## src/rtl/spi_eng_pkg.sv

```systemverilog
package spi_eng_pkg;
    parameter int SPI_DIV_DEFAULT  = 10;
    parameter int SPI_BITS_DEFAULT = 8;

    // Decoded per-cycle events of a bit period
    typedef struct packed {
        logic rd_hit;
        logic load;
        logic shift;
        logic sample;
        logic wr_hit;
        logic cnt_hit;
    } spi_evt_t;
endpackage

```

## src/rtl/spi_eng_timer.sv

```systemverilog
module spi_eng_timer #(
    parameter int DIV  = spi_eng_pkg::SPI_DIV_DEFAULT,
    parameter int BITS = spi_eng_pkg::SPI_BITS_DEFAULT,
    localparam int PW  = $clog2(DIV),
    localparam int BW  = $clog2(BITS)
) (
    input  logic          clk,
    input  logic          rst,
    input  logic          run,
    output logic [PW-1:0] phase_o,
    output logic [BW-1:0] bit_o
);
    localparam logic [PW-1:0] PH_LAST  = PW'(DIV - 1);
    localparam logic [BW-1:0] BIT_LAST = BW'(BITS - 1);

    typedef struct packed {
        logic [PW-1:0] phase;
        logic [BW-1:0] bitc;
    } tmr_t;

    tmr_t tmr_d, tmr_q;

    always_comb begin
        tmr_d = tmr_q;
        if (!run) begin
            tmr_d = '0;
        end else if (tmr_q.phase == PH_LAST) begin
            tmr_d.phase = '0;
            tmr_d.bitc  = (tmr_q.bitc == BIT_LAST) ? '0 : tmr_q.bitc + 1'b1;
        end else begin
            tmr_d.phase = tmr_q.phase + 1'b1;
        end
    end

    always_ff @(posedge clk) begin
        if (rst) tmr_q <= '0;
        else     tmr_q <= tmr_d;
    end

    assign phase_o = tmr_q.phase;
    assign bit_o   = tmr_q.bitc;

    // phase never leaves 0..DIV-1
    p_phase_range_r1: assert property (@(posedge clk) disable iff (rst)
        tmr_q.phase <= PH_LAST);

    // counters forced to zero while idle
    p_hold_idle_r3: assert property (@(posedge clk) disable iff (rst)
        !run |=> (tmr_q.phase == '0) && (tmr_q.bitc == '0));

    // bit counter steps at a wrap
    p_bit_step_r2: assert property (@(posedge clk) disable iff (rst)
        (run && tmr_q.phase == PH_LAST) |=>
        (tmr_q.bitc == (($past(tmr_q.bitc) == BIT_LAST) ? '0 : $past(tmr_q.bitc) + 1'b1)));

    // bit counter holds inside a bit period
    p_bit_hold_r2: assert property (@(posedge clk) disable iff (rst)
        (run && tmr_q.phase != PH_LAST) |=> $stable(tmr_q.bitc));
endmodule

```

## src/rtl/spi_eng_tx.sv

```systemverilog
module spi_eng_tx #(
    parameter int W = spi_eng_pkg::SPI_BITS_DEFAULT
) (
    input  logic         clk,
    input  logic         rst,
    input  logic         run,
    input  logic         load,
    input  logic         shift,
    input  logic [W-1:0] din,
    output logic         mosi
);
    logic [W-1:0] sh_d, sh_q;

    always_comb begin
        sh_d = sh_q;
        if (!run)       sh_d = '0;
        else if (load)  sh_d = din;
        else if (shift) sh_d = {sh_q[W-2:0], 1'b0};
    end

    always_ff @(posedge clk) begin
        if (rst) sh_q <= '0;
        else     sh_q <= sh_d;
    end

    assign mosi = run & sh_q[W-1];

    // a load captures the FIFO byte on that edge
    p_load_r4: assert property (@(posedge clk) disable iff (rst)
        (run && load) |=> (sh_q == $past(din)));

    // a shift moves the MSB out and fills zero
    p_shift_r4: assert property (@(posedge clk) disable iff (rst)
        (run && shift && !load) |=> (sh_q[0] == 1'b0) && (sh_q[W-1] == $past(sh_q[W-2])));
endmodule

```

## src/rtl/spi_eng_rx.sv

```systemverilog
module spi_eng_rx #(
    parameter int W = spi_eng_pkg::SPI_BITS_DEFAULT
) (
    input  logic         clk,
    input  logic         rst,
    input  logic         run,
    input  logic         sample,
    input  logic         miso,
    output logic [W-1:0] dout
);
    logic [W-1:0] sh_d, sh_q;

    always_comb begin
        sh_d = sh_q;
        if (!run)        sh_d = '0;
        else if (sample) sh_d = {sh_q[W-2:0], miso};
    end

    always_ff @(posedge clk) begin
        if (rst) sh_q <= '0;
        else     sh_q <= sh_d;
    end

    assign dout = sh_q;

    // the sampled bit enters at the LSB and older bits move up
    p_sample_r5: assert property (@(posedge clk) disable iff (rst)
        (run && sample) |=> (sh_q[0] == $past(miso)) && (sh_q[W-1:1] == $past(sh_q[W-2:0])));
endmodule

```

## src/rtl/spi_byte_engine.sv

```systemverilog
module spi_byte_engine #(
    parameter int DIV   = spi_eng_pkg::SPI_DIV_DEFAULT,
    parameter int BITS  = spi_eng_pkg::SPI_BITS_DEFAULT,
    parameter int CNT_W = 16,
    localparam int PW   = $clog2(DIV),
    localparam int BW   = $clog2(BITS)
) (
    input  logic             clk,
    input  logic             rst,
    input  logic             xfer_en_n,
    input  logic             send_en_n,
    input  logic             recv_en_n,
    input  logic             done_i,
    input  logic [BITS-1:0]  tx_data,
    output logic             tx_rd_n,
    input  logic             miso,
    output logic [BITS-1:0]  rx_data,
    output logic             rx_wr_n,
    output logic             sck,
    output logic             mosi,
    output logic             cs_n,
    output logic [CNT_W-1:0] byte_count
);
    import spi_eng_pkg::*;

    localparam int HALF = DIV / 2;
    localparam logic [PW-1:0] PH_RD   = PW'(0);
    localparam logic [PW-1:0] PH_LOAD = PW'(1);
    localparam logic [PW-1:0] PH_SAMP = PW'(HALF - 1);
    localparam logic [PW-1:0] PH_HIGH = PW'(HALF);
    localparam logic [PW-1:0] PH_WR   = PW'(HALF + 1);
    localparam logic [PW-1:0] PH_CNT  = PW'(HALF + 2);
    localparam logic [PW-1:0] PH_LAST = PW'(DIV - 1);
    localparam logic [BW-1:0] BIT_LAST = BW'(BITS - 1);

    logic          run;
    logic [PW-1:0] phase;
    logic [BW-1:0] bitc;
    spi_evt_t      evt;

    assign run = !xfer_en_n;

    spi_eng_timer #(.DIV(DIV), .BITS(BITS)) i_timer (
        .clk     (clk),
        .rst     (rst),
        .run     (run),
        .phase_o (phase),
        .bit_o   (bitc)
    );

    always_comb begin
        evt         = '0;
        evt.rd_hit  = run && (bitc == '0) && (phase == PH_RD) && !send_en_n;
        evt.load    = run && (bitc == '0) && (phase == PH_LOAD) && !send_en_n;
        evt.shift   = run && (phase == PH_LAST);
        evt.sample  = run && (phase == PH_SAMP);
        evt.wr_hit  = run && (bitc == BIT_LAST) && (phase == PH_WR) && !recv_en_n;
        evt.cnt_hit = run && (bitc == BIT_LAST) && (phase == PH_CNT);
    end

    spi_eng_tx #(.W(BITS)) i_tx (
        .clk   (clk),
        .rst   (rst),
        .run   (run),
        .load  (evt.load),
        .shift (evt.shift),
        .din   (tx_data),
        .mosi  (mosi)
    );

    spi_eng_rx #(.W(BITS)) i_rx (
        .clk    (clk),
        .rst    (rst),
        .run    (run),
        .sample (evt.sample),
        .miso   (miso),
        .dout   (rx_data)
    );

    typedef struct packed {
        logic [CNT_W-1:0] cnt;
    } top_t;

    top_t top_d, top_q;

    always_comb begin
        top_d = top_q;
        if (xfer_en_n && done_i) top_d.cnt = '0;
        else if (evt.cnt_hit)    top_d.cnt = top_q.cnt + 1'b1;
    end

    always_ff @(posedge clk) begin
        if (rst) top_q <= '0;
        else     top_q <= top_d;
    end

    assign byte_count = top_q.cnt;
    assign tx_rd_n    = !evt.rd_hit;
    assign rx_wr_n    = !evt.wr_hit;
    assign sck        = run && (phase >= PH_HIGH);
    assign cs_n       = xfer_en_n;

    // read strobe is a single-clock pulse
    p_rd_pulse_r6: assert property (@(posedge clk) disable iff (rst)
        !tx_rd_n |=> tx_rd_n);

    // write strobe is a single-clock pulse
    p_wr_pulse_r7: assert property (@(posedge clk) disable iff (rst)
        !rx_wr_n |=> rx_wr_n);

    // deselected link is quiet
    p_idle_quiet_r10: assert property (@(posedge clk) disable iff (rst)
        cs_n |-> (!sck && !mosi && tx_rd_n && rx_wr_n));

    // done with transfer off clears the counter
    p_cnt_clear_r9: assert property (@(posedge clk) disable iff (rst)
        (xfer_en_n && done_i) |=> (byte_count == '0));

    // the counter never moves while the transfer is off and done is low
    p_cnt_hold_r9: assert property (@(posedge clk) disable iff (rst)
        (xfer_en_n && !done_i) |=> $stable(byte_count));
endmodule

```

## config.mk

```make
export PLATFORM = sky130hd
export DESIGN_NAME = spi_byte_engine
export DESIGN_NICKNAME = d
export VERILOG_FILES = /design/src/rtl/spi_eng_pkg.sv /design/src/rtl/spi_eng_timer.sv /design/src/rtl/spi_eng_tx.sv /design/src/rtl/spi_eng_rx.sv /design/src/rtl/spi_byte_engine.sv
export SDC_FILE = /design/constraint.sdc
export NUM_CORES = 1
export LEC_CHECK = 0
export ABC_CLOCK_PERIOD_IN_PS = 2400
export CORE_MARGIN = 2
export CORE_UTILIZATION = 40
export DETAILED_ROUTE_END_ITERATION = 10
export GPL_ROUTABILITY_DRIVEN = 0
export PLACE_DENSITY = 0.71
export SLEW_MARGIN = 30
export SYNTH_ARGS = -nofsm -noshare
export SYNTH_HDL_FRONTEND = slang
export SYNTH_SLANG_ARGS = --single-unit
```

## constraint.sdc

```tcl
create_clock -name clk -period 2.4 [get_ports clk]
set_input_delay 0.48 -clock clk [delete_from_list [all_inputs] [get_ports clk]]
set_output_delay 0.48 -clock clk [all_outputs]
set_load 0.03 [all_outputs]
```

==> summary.md, run 1 <==
| Metric | Value |
|---|---|
| CTS tree | `yes` |
| Mapped Area | `1829 um^2` |
| Number of synthesized register bits | `39` |
| Slew Limit Headroom | `63.14%` |
| Worst vdd ir | `0.0003715 V` |
| Area contributors post-synth | `dfxtp_1 43%, ha_1 6.2%, nor2_1 5.1%, nand2_1 4.7%, mux2i_1 4.4%` |
| TritonCTS buffer count | `5` |
| Post-DP HPWL | `2850 um` |
| Register area share after synthesis | `42.68%` |
| Clk_lat worst skew | `0.29 ns` |
| Syn-to-layout area delta | `33.52%` |
| # nets final | `280` |
| Full die area | `5130 um^2` |
| Wire per inst | `12.92 um` |
| Commonest cells in the netlist | `39 x dfxtp_1, 25 x nor2_1, 23 x nand2_1` |
| Clk slew on worst S/H paths | `0.07 ns` |
| Critical-path maximum fanout | `4` |
| Setup violators final | `0` |
| IO Pins | `44` |
| Mapped Nets | `234` |
| Max_cap viols | `0` |
| Fmax | `0.4259 GHz` |
| Fin crit period | `2.348 ns` |
| Leakage | `0.8888 nW` |
| Final setup skew | `0.004795 ns` |
| Placement row count | `24` |
| FFs w/ async S/R, synth | `0%` |
| Power Density | `525.9 nW/um^2` |
| Share of cells above drive strength 1 | `8.949%` |
| Vias in the first global route | `1547` |
| Synth warnings | `0` |
| H-tree levels | `2` |
| Tightest Pin Transition | `0.5530 ns` |
| Fin Setup TNS | `0 ns` |
| Initial antenna violation count | `0` |
| Drt initial violations | `57` |
| TritonRoute pass-1 iters | `4` |
| Int Power | `1.021 mW` |
| GRT Overall Usage | `16.48%` |
| Clock share of power | `43.8%` |
| Core area | `4384 um^2` |
| Diodes inserted | `0` |
| CP required | `1.92 ns` |
| Mapped Avg Cell Area | `8.711 um^2` |
| Flop pwr share | `50.8%` |
| Part of the cycle the worst path needs | `97.82%` |
| Dominant synthesized flop cell | `dfxtp_1` |
| Via density | `5.191` |
| Hold slack final | `0.4751 ns` |
| Yosys top cell by area | `dfxtp_1` |
| Gate power share | `5.4%` |
| Most common cell in the netlist | `dfxtp_1` |
| Share of the synthesized area in the top cell type | `42.68%` |
| Pins Over Slew Limit | `0` |
| Post-DRT Antenna Nets | `0` |
| Initial Utilization | `41.72%` |
| Vias | `1604` |
| Worst Setup End Kind | `output pin` |
| Final Hold Viols | `0` |
| Hold Path Class | `reg2reg` |
| DRC viols | `0` |
| Clk buf depth | `2` |
| Routed WL | `3992 um` |
| Sw Ratio | `20.49%` |
| GR Overflow Total | `0` |
| Status | `complete, no violations` |
| RSZ-0062 raised after global routing | `true` |
| Clock sinks | `39` |
| Clk Tree Root Cell | `clkbuf_8` |
| First-pass GRT wire length | `6699 um` |
| Kind of critical path | `in2out` |
| Crit start category | `primary input` |
| Port-buffer cells | `43` |
| Arr. time, crit path | `1.87 ns` |
| Mapped Cells | `210` |
| Die height | `71.63 um` |
| Synth unique cells | `34` |
| Largest net degree at the start of global routing | `17` |
| Die X | `71.63 um` |
| Power Total | `1.284 mW` |
| Sw power | `0.2632 mW` |
| Number of synthesized flops with an enable pin | `0` |
per-stage QoR:
stage / std cells / utilization, % / setup WS (ns) / instance area (um^2)
finish: 309 / 55.71 / 0.05229 / 2442
detailed placement: 301 / 52.80 / -0.2072 / 2315
global placement: 301 / 52.80 / -0.1743 / 2315
floorplan: 210 / - / 0.4852 / 1829
CTS: 309 / 55.57 / 0.05609 / 2436
global route: 309 / 55.71 / -0.03286 / 2442
power groups by stage:
stage	clock, mW	combinational (mW)	sequential [mW]
finish	0.563	0.0692	0.652
CTS	0.574	0.0692	0.652
floorplan	0	0.0339	0.667
global placement	0	0.0688	0.667
global route	0.600	0.0754	0.653
detailed placement	0	0.0691	0.667
cells in the final DEF (no fill, tap or decap), types with 2 or more instances in the layout:
master | synthesis | layout
nor2_1 | 25 | 25
and4_1 | 4 | 4
dfxtp_1 | 39 | 39
a21oi_1 | 12 | 12
dlygate4sd2_1 | 0 | 2
a31oi_1 | 6 | 6
xor2_1 | 6 | 6
and3_1 | 3 | 3
buf_4 | 1 | 9
or2_2 | 2 | 2
nor3_1 | 4 | 4
nand2_1 | 23 | 23
xnor2_1 | 6 | 6
nor2b_1 | 2 | 2
ha_1 | 9 | 9
clkbuf_8 | 0 | 6
or3_1 | 4 | 4
inv_1 | 4 | 4
nand4_1 | 6 | 6
nand3b_1 | 3 | 3
nand3_1 | 12 | 12
mux2i_1 | 8 | 8
o21ai_0 | 10 | 10
clkdlybuf4s50_1 | 0 | 39
worst paths after layout:
path | to | startpoint | slack (ns) | cells past startpoint
worst max-delay path | cs_n | xfer_en_n | 0.05 | 3
worst min register to register | i_tx.sh_q[4] | i_tx.sh_q[4] | 0.48 | 2
worst max register to register | byte_count[14] | i_timer.bit_o[0] | 0.34 | 7
worst min-delay path | i_tx.sh_q[4] | i_tx.sh_q[4] | 0.48 | 2
logic make-up (layout without fill, tap and decap cells):
family | after synthesis | count (layout) | share of synthesized area, %
AO/OA/AOI/OAI | 31 | 31 | 9.303
adder cells (fa/ha/maj) | 9 | 9 | 6.156
flip-flops | 39 | 39 | 42.68
buffers and inverters | 15 | 62 | 3.967
XOR/XNOR | 12 | 12 | 5.746
multiplexers | 8 | 8 | 4.378
AND/OR/NAND/NOR | 96 | 96 | 27.77
flip-flops by register name, summed over array words and instances, names as in the netlist:
| name | count |
|---|---|
| byte_count | 16 |
| i_timer.phase_o | 4 |
| i_timer.bit_o | 3 |
| i_rx.dout | 8 |
| i_tx.sh_q | 8 |
timing repair:
action	in CTS	in global routing
pin swaps	0	0
buffers inserted	0	0
gates resized for setup	3	1
hold buffers	0	0
setup endpoints to repair	2	1
layout make-up:
class / count / area [um^2]
repair buffers: 50 / 475.5
fillers: 407 / 1942
well taps: 52 / 65.06
clock inverters: 2 / 35.03
flip-flops and latches: 39 / 780.7
inverters: 4 / 15.01
clock buffers: 6 / 82.58
multi-input cells: 156 / 988.4
per-layer routing:
layer	track usage, %	share of wire, %
met5	0	0
met4	5.451	0.88
met3	4.360	4.5
met2	28.29	48
met1	20.02	47
worst max-delay path, stage by stage:
cell	delay, ns
clkdlybuf4s50_1	0.57
buf_4	0.15
clkdlybuf4s50_1	0.67
No activity file was read; power rests on OpenSTA's default activity.
==> inputs of run 2 (changes only) <==
Settings changed: SLEW_MARGIN 30 to unset.
==> results of run 2 <==
Same layout as run 1: the final DEF is identical, and so are final timing and power.
==> inputs of run 3 (changes only) <==
Settings changed: CORE_UTILIZATION 40 to 25, PLACE_DENSITY 0.71 to unset.
==> run 3 against run 2 <==
Sequential power about the same. Highest routed layer unchanged. Worst hold slack got worse by 0.0053 ns. Clock skew grew 0.0024 ns. Non-clock buffer count increased by 8. Core utilization shrank 20 points. Critical endpoint is now byte_count[14]. Largest cell class unchanged. Cell count up 18%.
==> summary.md, run 3 (same netlist as run 1, synthesis figures left out) <==
| Metric | Value |
|---|---|
| Vias in the first global route | `1441` |
| Leakage | `0.9232 nW` |
| Post-layout util | `35.43%` |
| Vias | `1633` |
| # nets final | `288` |
| Commonest non-fill, non-tap cells in the layout | `39 x dfxtp_1, 38 x clkdlybuf4s50_1, 25 x nor2_1, 23 x nand2_1, 18 x buf_4` |
| DRC viols | `0` |
| Top cell by count, worst path | `buf_4` |
| GR Overflow Total | `0` |
| R2R setup slack | `0.39 ns` |
| Initial Utilization | `25.49%` |
| Commonest non-fill, non-tap cell in the layout | `dfxtp_1` |
| Die height | `89.54 um` |
| Via density | `4.486` |
| Placement row count | `31` |
| GRT Overall Usage | `10.73%` |
| Worst Hold End | `i_tx.sh_q[7]` |
| Setup violators final | `0` |
| Largest net degree at the start of global routing | `17` |
| Part of the cycle the worst path needs | `94.96%` |
| Post-DRT Antenna Nets | `0` |
| TritonRoute pass-1 iters | `4` |
| Power Density | `481.3 nW/um^2` |
| Worst Setup End Kind | `flop` |
| Hold Path Class | `reg2reg` |
| Max_cap viols | `0` |
| Pins Over Slew Limit | `0` |
| Drt initial violations | `39` |
| First-pass GRT wire length | `6651 um` |
| Crit path from | `xfer_en_n` |
| Die X | `89.54 um` |
| Clk Tree Root Cell | `clkbuf_8` |
| Share of cells above drive strength 1 | `12.45%` |
| Post-DP HPWL | `3008 um` |
| IO Pins | `44` |
| Arr. time, crit path | `2.50 ns` |
| Fin crit period | `2.279 ns` |
| Clk slew on worst S/H paths | `0.08 ns` |
| Slowest Stage Delay on Critical Path | `0.56 ns` |
| Crit start category | `primary input` |
| Sw power | `0.2731 mW` |
| Hold path cells | `2` |
| Initial antenna violation count | `0` |
| Worst vdd ir | `0.0002355 V` |
| CP required | `2.62 ns` |
| Clock share of power | `40.7%` |
| Hold_sp | `i_tx.sh_q[7]` |
| Power Total | `1.224 mW` |
| Clk buf depth | `2` |
| H-tree levels | `2` |
| Core area | `7176 um^2` |
| Status | `complete, no violations` |
| Number of flip-flops in the largest register | `16` |
| Flop pwr share | `53.3%` |
| Full die area | `8017 um^2` |
| CTS tree | `yes` |
| WP buf/inv | `3` |
| Fmax | `0.4388 GHz` |
| Reg2Reg Depth | `5` |
| Worst-path cell chain | `clkdlybuf4s50_1 > buf_4 > buf_4 > nand4bb_4 > or4_4 > or3_1 > a21oi_1` |
| Syn-to-layout area delta | `38.99%` |
| Slew Limit Headroom | `63.86%` |
| Kind of critical path | `in2reg` |
| Final setup skew | `0.007202 ns` |
| Setup bufs post-CTS | `0` |
| Final Hold Viols | `0` |
| # hold bufs at CTS | `0` |
| RR Endpoint | `byte_count[14]` |
| Clock sinks | `39` |
| RSZ-0062 raised after global routing | `false` |
| Tightest Pin Transition | `0.5421 ns` |
| TritonCTS buffer count | `5` |
| Sw Ratio | `22.32%` |
| Diodes inserted | `0` |
| Clk_lat worst skew | `0.29 ns` |
| CP max stage cell | `or4_4` |
| Port-buffer cells | `43` |
| Hold slack final | `0.4699 ns` |
| CP top delay family | `simple AND/OR/NAND/NOR gates` |
| Critical-path maximum fanout | `6` |
| Wire per inst | `11.30 um` |
| Gate power share | `6.0%` |
| Int Power | `0.9505 mW` |
| Worst r2r src | `i_timer.phase_o[0]` |
| Routed WL | `4112 um` |
==> run 3: changes by cell type in the layout (fill, tap and decap cells not counted), sizes merged <==
cell | before | now
buf | 9 | 19
clkdlybuf4s50 | 39 | 38
dlygate4sd2 | 2 | 0
clkinv | 1 | 0
clkbuf | 6 | 9
bufinv | 1 | 0
==> run 3: final cells by class <==
cell class	count	area, um^2
clock buffer	8	100.1
fill	760	4633
multi-input combinational	156	997.2
sequential	39	780.7
inverter	4	15.01
timing repair buffer	58	525.5
tap	99	123.9
==> run 3: power groups by stage <==
stage               clock network, mW  logic [mW]  registers, mW
global placement                    0      0.0740          0.667
global route                    0.540      0.0808          0.653
finish                          0.499      0.0728          0.652
detailed placement                  0      0.0736          0.667
floorplan                           0      0.0339          0.667
CTS                             0.514      0.0745          0.652
==> run 3: how the worst max path moves through the flow <==
stage                      to  slack [ns]  cells after the start
2_1_floorplan  byte_count[14]        0.49                      5
3_3_place_gp          tx_rd_n       -0.29                      5
3_5_place_dp          rx_wr_n       -0.27                      5
4_1_cts               rx_wr_n        0.01                      5
5_1_grt        byte_count[14]        0.04                      7
6_report       byte_count[14]        0.12                      7
==> run 3: through the flow <==
step	cell area [um^2]	setup TNS [ns]	cells	setup slack (ns)
global route	2542	0	364	0.03714
floorplan	1829	0	210	0.4852
detailed placement	2431	-0.6794	356	-0.2695
finish	2542	0	364	0.1210
CTS	2544	0	364	0.01117
global placement	2431	-0.6933	356	-0.2882
==> run 3: metal layers <==
metal	global-route usage, %	share of wire [%]	vias up
li1	-	-	848
met1	14.61	50	744
met2	15.98	44	36
met3	3.416	4.8	5
met4	3.664	1.1	0
met5	0	0	-
==> run 3: worst min-delay path, cell delays in order (launching register included) <==
cell	delay, ns
dfxtp_1	0.31
nand2_1	0.05
a31oi_1	0.07
==> run 3: what timing repair did <==
item / CTS / global route
setup endpoints to repair: 2 / 2
resized for setup: 6 / 5
cloned: 0 / 0
